## src/rtl/isc_pkg.sv

```systemverilog
package isc_pkg;

  // Per-entry state bits; packed order gives the readback encoding (bit3..bit0)
  typedef struct packed {
    logic mpend;
    logic rejected;
    logic sent;
    logic asserted;
  } isc_stat_t;

  function automatic logic num_in_window(input int unsigned num,
                                         input int unsigned base,
                                         input int unsigned count);
    return (num >= base) && (num < base + count);
  endfunction

  function automatic int unsigned num_to_local(input int unsigned num,
                                               input int unsigned base);
    return num - base;
  endfunction

  function automatic int unsigned local_to_num(input int unsigned idx,
                                               input int unsigned base);
    return idx + base;
  endfunction

endpackage

```

## src/rtl/isc_src_slot.sv

```systemverilog
module isc_src_slot import isc_pkg::*; #(
  parameter bit IS_LEVEL = 1'b0,
  parameter int SRV_W    = 4,
  parameter int PRIO_W   = 8
) (
  input  logic              clk,
  input  logic              rst_n,
  input  logic              line_i,
  input  logic              cfg_we_i,
  input  logic [SRV_W-1:0]  cfg_server_i,
  input  logic [PRIO_W-1:0] cfg_prio_i,
  input  logic [PRIO_W-1:0] cfg_saved_i,
  input  logic              rej_i,
  input  logic              eoi_i,
  input  logic              scan_i,
  input  logic              grant_i,
  output logic              want_o,
  output logic [SRV_W-1:0]  server_o,
  output logic [PRIO_W-1:0] prio_o,
  output logic [PRIO_W-1:0] saved_o,
  output isc_stat_t         stat_o
);
  localparam logic [PRIO_W-1:0] MASKED = '1;

  logic [SRV_W-1:0]  server_q;
  logic [PRIO_W-1:0] prio_q, saved_q;
  logic              unmasked, new_unmasked;

  assign unmasked     = (prio_q != MASKED);
  assign new_unmasked = (cfg_prio_i != MASKED);

  always_ff @(posedge clk or negedge rst_n) begin
    if (!rst_n) begin
      server_q <= '0;
      prio_q   <= MASKED;
      saved_q  <= MASKED;
    end else if (cfg_we_i) begin
      server_q <= cfg_server_i;
      prio_q   <= cfg_prio_i;
      saved_q  <= cfg_saved_i;
    end
  end

  assign server_o = server_q;
  assign prio_o   = prio_q;
  assign saved_o  = saved_q;

  generate
    if (IS_LEVEL) begin : g_level
      logic asserted_q, sent_q, req_q;
      logic line_chg, check_ok, req_d, sent_d;
      logic unused_level;

      assign unused_level = new_unmasked;
      assign line_chg = (line_i != asserted_q);
      assign check_ok = unmasked & asserted_q & ~sent_q;
      assign want_o   = req_q & check_ok;
      // a pending check that fails is dropped; one that passes waits for its grant
      assign req_d    = (req_q & check_ok & ~grant_i) | line_chg | cfg_we_i | scan_i;
      assign sent_d   = (sent_q & ~(rej_i | eoi_i)) | grant_i;

      always_ff @(posedge clk or negedge rst_n) begin
        if (!rst_n) begin
          asserted_q <= 1'b0;
          sent_q     <= 1'b0;
          req_q      <= 1'b0;
        end else begin
          asserted_q <= line_i;
          sent_q     <= sent_d;
          req_q      <= req_d;
        end
      end

      assign stat_o = '{mpend: 1'b0, rejected: 1'b0, sent: sent_q, asserted: asserted_q};

      a_r6_sent_needs_line: assert property (@(posedge clk) disable iff (!rst_n)
        $rose(sent_q) |-> $past(asserted_q));
    end else begin : g_msg
      logic rej_q, mpend_q, req_q;
      logic trig_m, trig_u, mp_any, replay, replay_rs;
      logic unused_msg;

      assign unused_msg = eoi_i;
      assign trig_m    = line_i & ~unmasked;
      assign trig_u    = line_i & unmasked;
      // a request left waiting when the source got masked is folded into masked-pending
      assign mp_any    = mpend_q | trig_m | (req_q & ~unmasked);
      assign replay    = cfg_we_i & new_unmasked & mp_any;
      assign replay_rs = scan_i & rej_q & unmasked;
      assign want_o    = req_q & unmasked;

      always_ff @(posedge clk or negedge rst_n) begin
        if (!rst_n) begin
          rej_q   <= 1'b0;
          mpend_q <= 1'b0;
          req_q   <= 1'b0;
        end else begin
          rej_q   <= rej_i | (rej_q & ~scan_i);
          mpend_q <= mp_any & ~replay;
          req_q   <= (req_q & unmasked & ~grant_i) | trig_u | replay | replay_rs;
        end
      end

      assign stat_o = '{mpend: mpend_q, rejected: rej_q, sent: 1'b0, asserted: 1'b0};

      a_r8_rej_cause: assert property (@(posedge clk) disable iff (!rst_n)
        $rose(rej_q) |-> $past(rej_i));
      a_r5_mpend_exit: assert property (@(posedge clk) disable iff (!rst_n)
        $fell(mpend_q) |-> $past(cfg_we_i));
    end
  endgenerate

endmodule

```

## src/rtl/isc_pick.sv

```systemverilog
module isc_pick #(
  parameter int N_SRC = 8,
  localparam int IDX_W = (N_SRC > 1) ? $clog2(N_SRC) : 1
) (
  input  logic [N_SRC-1:0] want_i,
  output logic [N_SRC-1:0] grant_o,
  output logic             any_o,
  output logic [IDX_W-1:0] idx_o
);
  // fixed priority: the lowest index with a request wins
  always_comb begin
    any_o = 1'b0;
    idx_o = '0;
    for (int i = N_SRC - 1; i >= 0; i--) begin
      if (want_i[i]) begin
        any_o = 1'b1;
        idx_o = IDX_W'(i);
      end
    end
  end

  always_comb begin
    grant_o = '0;
    if (any_o) grant_o[idx_o] = 1'b1;
  end

endmodule

```

## src/rtl/isc_scan.sv

```systemverilog
module isc_scan #(
  parameter int N_SRC = 8,
  localparam int IDX_W = (N_SRC > 1) ? $clog2(N_SRC) : 1
) (
  input  logic             clk,
  input  logic             rst_n,
  input  logic             start_i,
  input  logic             stall_i,
  output logic [N_SRC-1:0] hit_o
);
  localparam logic [IDX_W-1:0] LAST = IDX_W'(N_SRC - 1);

  logic             on_q;
  logic [IDX_W-1:0] idx_q;
  logic             visit;

  assign visit = on_q & ~stall_i & ~start_i;

  always_ff @(posedge clk or negedge rst_n) begin
    if (!rst_n) begin
      on_q  <= 1'b0;
      idx_q <= '0;
    end else if (start_i) begin
      on_q  <= 1'b1;
      idx_q <= '0;
    end else if (visit) begin
      if (idx_q == LAST) on_q <= 1'b0;
      else               idx_q <= idx_q + 1'b1;
    end
  end

  always_comb begin
    hit_o = '0;
    if (visit) hit_o[idx_q] = 1'b1;
  end

endmodule

```

## src/rtl/isc_source_ctrl.sv

```systemverilog
module isc_source_ctrl import isc_pkg::*; #(
  parameter int N_SRC  = 8,
  parameter int SRV_W  = 4,
  parameter int PRIO_W = 8,
  parameter int NUM_W  = 12,
  parameter int unsigned BASE = 16,
  parameter logic [N_SRC-1:0] LEVEL_MASK = N_SRC'(8'hF0),
  localparam int IDX_W = (N_SRC > 1) ? $clog2(N_SRC) : 1
) (
  input  logic              clk,
  input  logic              rst_n,
  input  logic [N_SRC-1:0]  irq_in,
  input  logic              cfg_we,
  input  logic [IDX_W-1:0]  cfg_idx,
  input  logic [SRV_W-1:0]  cfg_server,
  input  logic [PRIO_W-1:0] cfg_prio,
  input  logic [PRIO_W-1:0] cfg_saved,
  input  logic              rej_valid,
  input  logic [NUM_W-1:0]  rej_num,
  input  logic              eoi_valid,
  input  logic [NUM_W-1:0]  eoi_num,
  input  logic              rsnd_valid,
  output logic              pres_valid,
  output logic [NUM_W-1:0]  pres_num,
  output logic [SRV_W-1:0]  pres_server,
  output logic [PRIO_W-1:0] pres_prio,
  input  logic [IDX_W-1:0]  rd_idx,
  output logic [SRV_W-1:0]  rd_server,
  output logic [PRIO_W-1:0] rd_prio,
  output logic [PRIO_W-1:0] rd_saved,
  output logic [3:0]        rd_status
);
  localparam logic [PRIO_W-1:0] MASKED = '1;

  logic [N_SRC-1:0]  cfg_hit, rej_hit, eoi_hit, scan_hit, want, grant;
  logic [SRV_W-1:0]  server [N_SRC];
  logic [PRIO_W-1:0] prio   [N_SRC];
  logic [PRIO_W-1:0] saved  [N_SRC];
  isc_stat_t         stat   [N_SRC];

  logic              rej_ok, eoi_ok, any_grant;
  logic [IDX_W-1:0]  rej_idx, eoi_idx, grant_idx;

  // strobe numbers to local indices; out-of-window numbers match no entry
  assign rej_ok  = rej_valid & num_in_window(32'(rej_num), BASE, N_SRC);
  assign eoi_ok  = eoi_valid & num_in_window(32'(eoi_num), BASE, N_SRC);
  assign rej_idx = IDX_W'(num_to_local(32'(rej_num), BASE));
  assign eoi_idx = IDX_W'(num_to_local(32'(eoi_num), BASE));

  generate
    for (genvar i = 0; i < N_SRC; i++) begin : g_src
      assign cfg_hit[i] = cfg_we & (cfg_idx == IDX_W'(i));
      assign rej_hit[i] = rej_ok & (rej_idx == IDX_W'(i));
      assign eoi_hit[i] = eoi_ok & (eoi_idx == IDX_W'(i));

      isc_src_slot #(
        .IS_LEVEL (LEVEL_MASK[i]),
        .SRV_W    (SRV_W),
        .PRIO_W   (PRIO_W)
      ) u_slot (
        .clk          (clk),
        .rst_n        (rst_n),
        .line_i       (irq_in[i]),
        .cfg_we_i     (cfg_hit[i]),
        .cfg_server_i (cfg_server),
        .cfg_prio_i   (cfg_prio),
        .cfg_saved_i  (cfg_saved),
        .rej_i        (rej_hit[i]),
        .eoi_i        (eoi_hit[i]),
        .scan_i       (scan_hit[i]),
        .grant_i      (grant[i]),
        .want_o       (want[i]),
        .server_o     (server[i]),
        .prio_o       (prio[i]),
        .saved_o      (saved[i]),
        .stat_o       (stat[i])
      );
    end
  endgenerate

  isc_pick #(.N_SRC(N_SRC)) u_pick (
    .want_i  (want),
    .grant_o (grant),
    .any_o   (any_grant),
    .idx_o   (grant_idx)
  );

  isc_scan #(.N_SRC(N_SRC)) u_scan (
    .clk     (clk),
    .rst_n   (rst_n),
    .start_i (rsnd_valid),
    .stall_i (any_grant),
    .hit_o   (scan_hit)
  );

  always_ff @(posedge clk or negedge rst_n) begin
    if (!rst_n) begin
      pres_valid  <= 1'b0;
      pres_num    <= '0;
      pres_server <= '0;
      pres_prio   <= '0;
    end else begin
      pres_valid <= any_grant;
      if (any_grant) begin
        pres_num    <= NUM_W'(local_to_num(32'(grant_idx), BASE));
        pres_server <= server[grant_idx];
        pres_prio   <= prio[grant_idx];
      end
    end
  end

  logic rd_ok;
  assign rd_ok = (32'(rd_idx) < N_SRC);

  always_comb begin
    rd_server = '0;
    rd_prio   = '0;
    rd_saved  = '0;
    rd_status = '0;
    if (rd_ok) begin
      rd_server = server[rd_idx];
      rd_prio   = prio[rd_idx];
      rd_saved  = saved[rd_idx];
      rd_status = stat[rd_idx];
    end
  end

  logic [IDX_W-1:0] pres_lidx;
  assign pres_lidx = IDX_W'(num_to_local(32'(pres_num), BASE));

  a_r3_masked_never_shown: assert property (@(posedge clk) disable iff (!rst_n)
    pres_valid |-> (pres_prio != MASKED));
  a_r12_pres_in_window: assert property (@(posedge clk) disable iff (!rst_n)
    pres_valid |-> num_in_window(32'(pres_num), BASE, N_SRC));
  a_r11_scan_yields: assert property (@(posedge clk) disable iff (!rst_n)
    (|scan_hit) |-> !any_grant);
  a_r6_level_pres_marks_sent: assert property (@(posedge clk) disable iff (!rst_n)
    (pres_valid && LEVEL_MASK[pres_lidx]) |-> stat[pres_lidx].sent);

endmodule

```

## config.mk

```make
export PLATFORM = sky130hd
export DESIGN_NAME = isc_source_ctrl
export DESIGN_NICKNAME = d
export VERILOG_FILES = /design/src/rtl/isc_pkg.sv /design/src/rtl/isc_src_slot.sv /design/src/rtl/isc_pick.sv /design/src/rtl/isc_scan.sv /design/src/rtl/isc_source_ctrl.sv
export SDC_FILE = /design/constraint.sdc
export NUM_CORES = 1
export LEC_CHECK = 0
export BUFFER_PORTS_ARGS = -buffer_cell sky130_fd_sc_hd__buf_2
export CAP_MARGIN = 20
export CORE_UTILIZATION = 59
export DETAILED_ROUTE_END_ITERATION = 7
export PLACE_DENSITY = 0.8
export SLEW_MARGIN = 30
export SYNTH_ARGS = -nofsm -noshare
export SYNTH_HDL_FRONTEND = slang
export SYNTH_SLANG_ARGS = --single-unit
```

## constraint.sdc

```tcl
create_clock -name clk -period 4.3 [get_ports clk]
set_input_delay 1.29 -clock clk [delete_from_list [all_inputs] [get_ports clk]]
set_output_delay 1.29 -clock clk [all_outputs]
set_load 0.05 [all_outputs]
```

==> impl_metrics.ini <==
[global_routing]
grt-ovfl-total = 0
antenna_found_initial = 0
grt_max_degree = 95
grt_usage = 0.314
grt_pass1_wl_um = 43500
grt_pass1_vias = 7839

[power]
p_int_mw = 4.36
peakVddDrop_mv = 0.377
switching_share = 0.302
p_leak_nw = 4.87
seq_power_share = 0.456
pwr_density_cell_nw_per_um2 = 518
p_switching_mw = 1.88
pwr-share-clk = 0.318
power_frac_comb = 0.226

[sta]
setup_viol = 0
post-route-min-period_ns = 4.05
drv_slew = 0
rsz0062_at_grt = false
max_slew.worst_pin.slew_ns = 0.926
max_freq_mhz = 247
fin_setup_tns_ns = 0
fin_hold_ws_ns = 0.479
finalHoldViolations = 0
max-slew-margin-rel = 0.381
post-route-period-util = 0.941
finalClockSkew_ns = 0.0172

[route]
drt_iter0_drc = 555
dr.pass1.iters = 5
vias_per_cell = 6.77
wl_per_cell_um = 25.2
totalWireLength_um = 27700
ant_nets = 0
drc_errors = 0
vias = 7457

[final_layout]
fin_nets = 926
fin_area_sq_um = 12000
areaGrowthSynthToFinish_pct = 14.9
drive_gt1_frac = 0.616
multi_input_area_sq_um = 4940
diodes = 0
post-route-util = 0.696
fillers = 1203
ff_latch_area_sq_um = 5290

[floorplan]
ios = 113
num_rows = 48
coreArea_sq_um = 17300
die_area_sq_um = 18300
die_y_um = 135
start_util = 0.606
die_w_um = 135

[min_path]
hp-class = flip-flop to flip-flop
min_path_cells = 1
hold_start = pres_num[4]
min_to = pres_num[4]

[clock_tree]
clock-root-buffer = clkbuf_16
cts_hold_buf = 0
numCtsBuffers = 22
htree_levels = 1
cts_resized = 0
cts_setup_buffers = 0
tritoncts = yes
cts.clk_slew.worst_paths_ns = 0.06
clock_sinks = 205
clockBufferDepth = 3
clkLatencyLatePin_ns = 0.52

[logic_synthesis]
syn_inst = 755
yosysSeqAreaShare = 0.504
ys_types = 72
synth_edf_count = 0
synth_area_per_cell_sq_um = 13.9
ys_ff_latch = 205
synth_ff_type = dfstp_2
yosys_warnings = 0
async_flop_share = 1.00
synthesis.area_sq_um = 10500

[critical_path]
worstSetupEndpointType = output pin
critical-path-top-delay-family = multiplexers
crit_chain = buf_2, buf_12, mux4_2, mux2_2, buf_2
slowest_stage = mux4_2
cp-startpoint = rd_idx[0]
required_ns = 3.01
worst-path-max-fanout = 29
critPathArrivalTime_ns = 2.76
rr_worst_depth = 8
start_kind = input pin
path_class = input pin to output pin
reg2reg_slack_ns = 1.33
cp.depth = 5
reg2reg_from = g_src[2].u_slot.prio_o[6]
r2r-end = pres_prio[7]
worst_path_largest_cell_delay_ns = 0.55
crit_buf_inv = 3
path_common_cell = buf_2

[placement]
dp_hpwl_um = 18200
gp_congestion = 0.953
port_buffers = 104
place_area_sq_um = 11300

[job]
cap_violations = 0

[status]
outcome = completed
[layout make-up]
type / instances / area share
Multi-Input combinational cell: 496 / 0.410
Tap cell: 225 / 0.0234
Sequential cell: 205 / 0.439
Clock inverter: 7 / 0.00717
Timing Repair Buffer: 124 / 0.0606
Clock buffer: 33 / 0.0561
Inverter: 11 / 0.00343
[routing by layer]
layer | up-vias | track usage | share of wire
met5 | - | 0 | 0
met4 | 0 | 0.112 | 0.032
met3 | 90 | 0.0602 | 0.075
met2 | 378 | 0.536 | 0.50
met1 | 3876 | 0.400 | 0.39
li1 | 3113 | - | -
[cells by family (layout without fill, tap and decap cells)]
logic type	after synthesis	in the layout	share of synthesized area
buffers and inverters	61	175	0.0289
multiplexers	238	238	0.301
XOR/XNOR	5	5	0.00418
AND/OR/NAND/NOR	127	127	0.0714
AO/OA/AOI/OAI	116	116	0.0872
flip-flops	205	205	0.504
other	1	8	0.000358
adder cells (fa/ha/maj)	2	2	0.00239
[flip-flops by register name (all words and copies together), names as in the netlist]
signal,flops
g_src.u_slot.prio_o,64
g_src.u_slot.saved_o,64
g_src.u_slot.server_o,32
pres_prio,8
g_src.u_slot.g_msg.mpend_q,4
g_src.u_slot.g_msg.rej_q,4
g_src.u_slot.g_msg.req_q,4
g_src.u_slot.g_level.asserted_q,4
g_src.u_slot.g_level.req_q,4
g_src.u_slot.g_level.sent_q,4
pres_num,4
pres_server,4
u_scan.idx_q,3
pres_valid,1
u_scan.on_q,1
[cell usage after synthesis (5+ instances only)]
| cell type | count | area share |
|---|---|---|
| mux2_2 | 180 | 0.19 |
| nand4_1 | 20 | 0.012 |
| a221oi_1 | 24 | 0.020 |
| dfstp_2 | 128 | 0.32 |
| nor2_1 | 34 | 0.012 |
| o21ai_0 | 20 | 0.0095 |
| nand3_1 | 8 | 0.0038 |
| a21oi_1 | 6 | 0.0029 |
| inv_1 | 10 | 0.0036 |
| o21a_1 | 5 | 0.0036 |
| mux4_2 | 44 | 0.094 |
| buf_4 | 11 | 0.0079 |
| mux2i_1 | 14 | 0.013 |
| dfrtp_1 | 77 | 0.18 |
| o22a_1 | 11 | 0.0092 |
| clkbuf_1 | 20 | 0.0072 |
| nand2_1 | 18 | 0.0064 |
| buf_2 | 8 | 0.0038 |
| buf_1 | 8 | 0.0029 |
| and2_1 | 6 | 0.0036 |
| o22ai_1 | 13 | 0.0078 |
[through the flow]
step,power (mW),cells,worst slack (ns)
after floorplan,3.80,762,0.0774
after global placement,4.17,1061,0.299
after detailed placement,4.25,1061,0.266
after CTS,6.24,1101,0.260
after global routing,6.45,1101,0.205
final,6.24,1101,0.253
[worst max-delay path by stage]
| stage | endpoint | slack, ns |
|---|---|---|
| after global routing | rd_prio[1] | 0.20 |
| after global placement | rd_prio[7] | 0.30 |
| after CTS | rd_prio[7] | 0.26 |
| final | rd_prio[5] | 0.25 |
| after floorplan | rd_status[2] | 0.08 |
| after detailed placement | rd_server[1] | 0.27 |
[cell usage in the layout (no fill, tap or decap), drive strengths merged, types with 5 or more instances in the layout]
cell type and count:
dfrtp 77, o21ai 26, o2111ai 5, o21a 5, mux4 44, o22ai 13, inv 12, clkbuf 34
and2 6, nand4 24, mux2i 14, nor2 36, a221oi 24, buf 123, mux2 180, nand3 8
conb 8, o22a 11, nand2 18, a21oi 6, dfstp 128
[power groups by stage]
stage	Combinational, mW	Sequential (mW)	Clock, mW
3_5_place_dp	1.40	2.86	0
5_1_grt	1.49	2.88	2.07
3_3_place_gp	1.34	2.83	0
4_1_cts	1.41	2.83	2.00
6_report	1.41	2.85	1.98
2_1_floorplan	0.987	2.81	0
No activity file was read; power rests on OpenSTA's default activity.
